<file path="src/rtl/sar_adc_seq.sv">
module sar_adc_seq #(
  parameter logic [7:0] DIV_RESET = 8'd3
) (
  input  logic       clk,
  input  logic       rst_n,
  input  logic       wr_en,
  input  logic [1:0] wr_addr,
  input  logic [7:0] wr_data,
  input  logic [1:0] rd_addr,
  output logic [7:0] rd_data,
  input  logic       cmp_in,
  output logic [9:0] trial_code,
  output logic       sampling,
  output logic       done
);
  localparam int RES_W = 10;
  localparam logic [3:0] TOP_BIT = 4'(RES_W - 1);

  typedef enum logic [1:0] {S_OFF = 2'd0, S_ACQ = 2'd1, S_CONV = 2'd2, S_WAIT = 2'd3} state_t;

  state_t           state_q;
  logic [7:0]       div_q, div_cnt, res_hi, res_lo;
  logic             fmt_q, wait_q, done_q;
  logic [3:0]       idx_q;
  logic [RES_W-1:0] code_q, final_code;
  logic             ctrl_wr, tick, abort, start, finish;

  assign ctrl_wr    = wr_en && (wr_addr == 2'd0);
  assign tick       = (div_cnt >= div_q);
  assign abort      = ctrl_wr && (state_q == S_CONV) && !(wr_data[0] && wr_data[1]);
  assign start      = ctrl_wr && (state_q == S_ACQ) && wr_data[0] && wr_data[1];
  assign finish     = (state_q == S_CONV) && tick && (idx_q == 4'd0) && !abort;
  assign final_code = {code_q[RES_W-1:1], cmp_in};

  assign trial_code = (state_q == S_CONV) ? (code_q | (RES_W'(1) << idx_q)) : '0;
  assign sampling   = (state_q == S_ACQ);
  assign done       = done_q;

  always_ff @(posedge clk or negedge rst_n) begin
    if (!rst_n) begin
      state_q <= S_OFF;
      wait_q  <= 1'b0;
    end else if (ctrl_wr && !wr_data[0]) begin
      state_q <= S_OFF;
    end else if (ctrl_wr && state_q == S_OFF) begin
      state_q <= S_ACQ;
    end else if (abort) begin
      state_q <= S_WAIT;
      wait_q  <= 1'b0;
    end else if (start) begin
      state_q <= S_CONV;
    end else if (finish) begin
      state_q <= S_ACQ;
    end else if (state_q == S_WAIT && tick) begin
      if (wait_q) state_q <= S_ACQ;
      wait_q <= 1'b1;
    end
  end

  always_ff @(posedge clk or negedge rst_n) begin
    if (!rst_n)              div_cnt <= '0;
    else if (abort || start) div_cnt <= '0;
    else if (tick)           div_cnt <= '0;
    else                     div_cnt <= div_cnt + 8'd1;
  end

  always_ff @(posedge clk or negedge rst_n) begin
    if (!rst_n) begin
      code_q <= '0;
      idx_q  <= '0;
    end else if (start) begin
      code_q <= '0;
      idx_q  <= TOP_BIT;
    end else if (state_q == S_CONV && tick && !abort) begin
      code_q[idx_q] <= cmp_in;
      idx_q         <= idx_q - 4'd1;
    end
  end

  always_ff @(posedge clk or negedge rst_n) begin
    if (!rst_n) begin
      res_hi <= '0;
      res_lo <= '0;
      fmt_q  <= 1'b0;
      div_q  <= DIV_RESET;
      done_q <= 1'b0;
    end else begin
      done_q <= finish;
      if (finish) begin
        if (fmt_q) begin
          res_hi <= {6'd0, final_code[9:8]};
          res_lo <= final_code[7:0];
        end else begin
          res_hi <= final_code[9:2];
          res_lo <= {final_code[1:0], 6'd0};
        end
      end else if (wr_en && wr_addr == 2'd1) begin
        res_hi <= wr_data;
      end else if (wr_en && wr_addr == 2'd2) begin
        res_lo <= wr_data;
      end
      if (ctrl_wr) fmt_q <= wr_data[2];
      if (wr_en && wr_addr == 2'd3) div_q <= wr_data;
    end
  end

  always_comb begin
    case (rd_addr)
      2'd0:    rd_data = {5'd0, fmt_q, state_q == S_CONV, state_q != S_OFF};
      2'd1:    rd_data = res_hi;
      2'd2:    rd_data = res_lo;
      default: rd_data = div_q;
    endcase
  end
endmodule

</file>
<file path="config.mk">
export PLATFORM = sky130hd
export DESIGN_NAME = sar_adc_seq
export DESIGN_NICKNAME = d
export VERILOG_FILES = /design/src/rtl/sar_adc_seq.sv
export SDC_FILE = /design/constraint.sdc
export NUM_CORES = 1
export LEC_CHECK = 0
export ABC_CLOCK_PERIOD_IN_PS = 2750
export BUFFER_PORTS_ARGS = -buffer_cell sky130_fd_sc_hd__buf_2
export CAP_MARGIN = 20
export CELL_PAD_IN_SITES_DETAIL_PLACEMENT = 2
export CELL_PAD_IN_SITES_GLOBAL_PLACEMENT = 2
export CORE_ASPECT_RATIO = 0.8
export CORE_UTILIZATION = 30
export DETAILED_ROUTE_END_ITERATION = 10
export GPL_TIMING_DRIVEN = 0
export MAX_ROUTING_LAYER = met4
export PLACE_DENSITY_LB_ADDON = 0.2
export SLEW_MARGIN = 20
export SYNTH_ARGS = -nofsm -noshare
export SYNTH_HDL_FRONTEND = slang
export SYNTH_SLANG_ARGS = --single-unit
</file>
<file path="constraint.sdc">
create_clock -name clk -period 2.75 [get_ports clk]
set_clock_uncertainty 0.05 [all_clocks]
set_input_delay 0.1375 -clock clk [delete_from_list [all_inputs] [get_ports clk]]
set_output_delay 0.1375 -clock clk [all_outputs]
set_load 0.01 [all_outputs]
</file>
==> flow_summary.yaml <==
logic_synthesis:
  synth.yosys.seq_area_share_pct: 39.8
  synth_flop_cell: "dfrtp_1"
  yosysUniqueCellTypes: 52
  yosys.area.top_type: "dfrtp_1"
  synth.top_cells.by_area: "dfrtp_1 (38%), mux2i_1 (15%), ha_1 (5.5%)"
  syn_area_um2: 3210
  synth.avg_cell_area_um2: 10.2
  synth-seq-cells: 51
  yosysWarnings: 0
  yosys.area.top_type_share_pct: 38.2
  syn-num-nets: 344
  synth_common_cells: "dfrtp_1 (49), mux2i_1 (49), nand2_1 (27), nor2_1 (27), a21oi_1 (16)"
  synth_enable_flop_cells: 0
  synth_async_sr_flop_share_pct: 100
  synthesis.instances: 314
worst_setup_path:
  worstSetupEndpointType: "flop"
  worstSetupStartpointType: "flop"
  worst-setup-path-type: "flop to flop"
  cp_data_arrival_time_ns: 2.66
  cp_data_required_time_ns: 2.91
  crit_path_max_incr_delay_ns: 0.55
  path_max_fanout: 10
  cp.buffers_inverters: 3
  slowest_stage: "dfstp_2"
  cp_top_family: "compound AO/OA/AOI/OAI gates"
  timing.critical_path.cells: "inv_1, ha_1, nor2b_1, o31ai_4, a21oi_1, o2111ai_1, buf_4, buf_6, mux2i_1"
grt:
  maximum_number_of_pins_on_one_net_before_global_route_repair: 52
  first_global_vias: 2689
  antenna_violations_before_repair: 0
  grt_use_total_pct: 18.4
  grt_first_pass_wirelength_mm: 15.2
  overflow: 0
die:
  fp.dieH_um: 94.6
  floorplan.initialDensity_pct: 31.1
  die_x_um: 118
  std_cell_rows: 33
  top_level_ports: 36
  core_ar_um2: 10300
  dieArea_um2: 11100
clock_network:
  clock_tree_from_tritoncts: "yes"
  ctsRootBufferMaster: "clkbuf_16"
  clock_tree.buffer_depth: 2
  worst_skew_pair.late_latency_ns: 0.30
  tritoncts_num_sinks: 51
  cts-buffers-inserted: 5
  clkSlewWorstSetupHoldPaths_ns: 0.08
  ctsResizeCount: 0
  cts_max_level: 2
outcome:
  result_of_the_run: "finished, final reports clean"
final_layout:
  insertedDiodeCount: 0
  area_growth_syn_to_layout_pct: 16.4
  final_layout_size_suffix_gt1_share_pct: 22.2
  finish.net_count: 385
  final_area_um2: 3740
sta:
  fin_hold_ws_ns: 0.0562
  totalNegativeSetupSlack_ns: 0
  grt_setup_unrepaired: "false"
  finalCritPeriodShare_pct: 90.9
  hold_viol_final: 0
  fmax_mhz: 400
  maxSlewViolCount: 0
  layout_min_cycle_time_ns: 2.50
  worstMarginPinSlew_ns: 0.824
  setup_viol_count_final: 0
  timing.slew.headroom_pct: 44.5
  timing.final.ws_setup_ns: 0.250
worst_hold_path:
  worstHoldPathType: "input port to flop"
routing:
  drc: 0
  wl_per_cell_um: 18.7
  ant_nets: 0
  via_per_inst: 5.06
  drtIter0Drc: 61
  detail_route.first_pass.iterations: 4
  routed_wl_mm: 9.28
  detailroute.via_count: 2512
placement:
  gp_congestion: 0.751
  buffer_ports.inserted: 33
  dp.final_hpwl_mm: 7.06
  worst_setup_slack_after_placement_ns: 0.258
  detailed_place.area_um2: 3560
power:
  pwr_density_cell_nw_per_um2: 675
  total_power_draw_mw: 2.52
  p_leak_nw: 1.95
  vdd_drop_max_mv: 0.246
job:
  max_cap_violations: 0
## per-stage QoR
| step | util (%) | std cells |
|---|---|---|
| 2_1_floorplan | - | 314 |
| 3_3_place_gp | 34.4 | 487 |
| 3_5_place_dp | 34.4 | 487 |
| 4_1_cts | 36.2 | 496 |
| 5_1_grt | 36.2 | 496 |
| 6_report | 36.2 | 496 |
## cell usage in the layout, fill, tap and decap left out, types with 6 or more instances in the layout
cell type,synthesis,final
dfrtp_1,49,49
clkbuf_1,10,10
nand2b_1,6,6
nand3_1,7,7
buf_2,2,34
ha_1,14,14
nand2_1,27,27
inv_1,14,14
a21oi_1,16,16
mux2_2,13,13
nor2_1,27,27
mux2i_1,49,49
## per-layer routing
metal  GRT usage, %  share of wire [%]  vias to the layer above
met5              -                  0                        -
met4           3.10               0.47                        0
met3           3.08                2.7                        5
met2           29.0                 46                       31
met1           25.2                 51                     1287
li1               -                  -                     1189
## area by class of cell
type | count | area (um2)
clock buffer | 5 | 125
inverter | 15 | 56.3
fill | 1126 | 6580
tap | 140 | 175
sequential | 51 | 1280
buffer | 20 | 120
multi-input combinational | 228 | 1760
clock inverter | 3 | 47.5
timing repair buffer | 34 | 178
## worst register-to-register path: cells and delay by family, from the launching register on
family	cells	cell delay, ns
AO/OA/AOI/OAI	3	0.67
adder cells (fa/ha/maj)	1	0.29
AND/OR/NAND/NOR	1	0.16
flip-flops	1	0.55
multiplexers	1	0.21
buffers and inverters	3	0.51
## registers in the layout (all words and copies together) (netlist names)
signal	flops
done	1
wait_q	1
div_q	8
idx_q	4
div_cnt	8
res_lo	8
res_hi	8
code_q	10
state_q	2
fmt_q	1
## kinds of logic (layout without fill, tap and decap cells)
family / Yosys count / count (layout) / share of synthesized area (%)
buffers and inverters: 35 / 77 / 5.49
muxes: 64 / 64 / 21.2
DFF: 51 / 51 / 39.8
xor gates and xnor gates: 6 / 6 / 1.64
AOI/OAI and AO/OA: 53 / 53 / 12.2
and+or+nand+nor: 91 / 91 / 14.2
adders and majority gates: 14 / 14 / 5.45
## report_power, final
| part | switching [mW] | internal [mW] | total [mW] |
|---|---|---|---|
| Sequential | 0.136 | 0.890 | 1.03 |
| Clock | 0.302 | 0.435 | 0.737 |
| Combinational | 0.433 | 0.326 | 0.759 |
## final timing paths
check | from | end | slack [ns] | cells past startpoint
max in group asynchronous | rst_n | res_hi[5]$_DFFE_PN0P_ | 1.77 | 2
min in group asynchronous | rst_n | done$_DFF_PN0_ | 0.37 | 2
hold reg to reg | wait_q$_DFFE_PN0P_ | wait_q$_DFFE_PN0P_ | 0.48 | 2
hold / removal | wr_data[2] | fmt_q$_DFFE_PN0P_ | 0.06 | 3
setup reg to reg | div_q[1]$_DFFE_PN1P_ | res_hi[1]$_DFFE_PN0P_ | 0.25 | 9
setup / recovery | div_q[1]$_DFFE_PN1P_ | res_hi[1]$_DFFE_PN0P_ | 0.25 | 9
## what timing repair did
action,CTS,global route
buffers inserted,0,0
hold buffers,1,0
endpoints found under the hold margin,49,0
No activity file was read; power rests on OpenSTA's default activity.
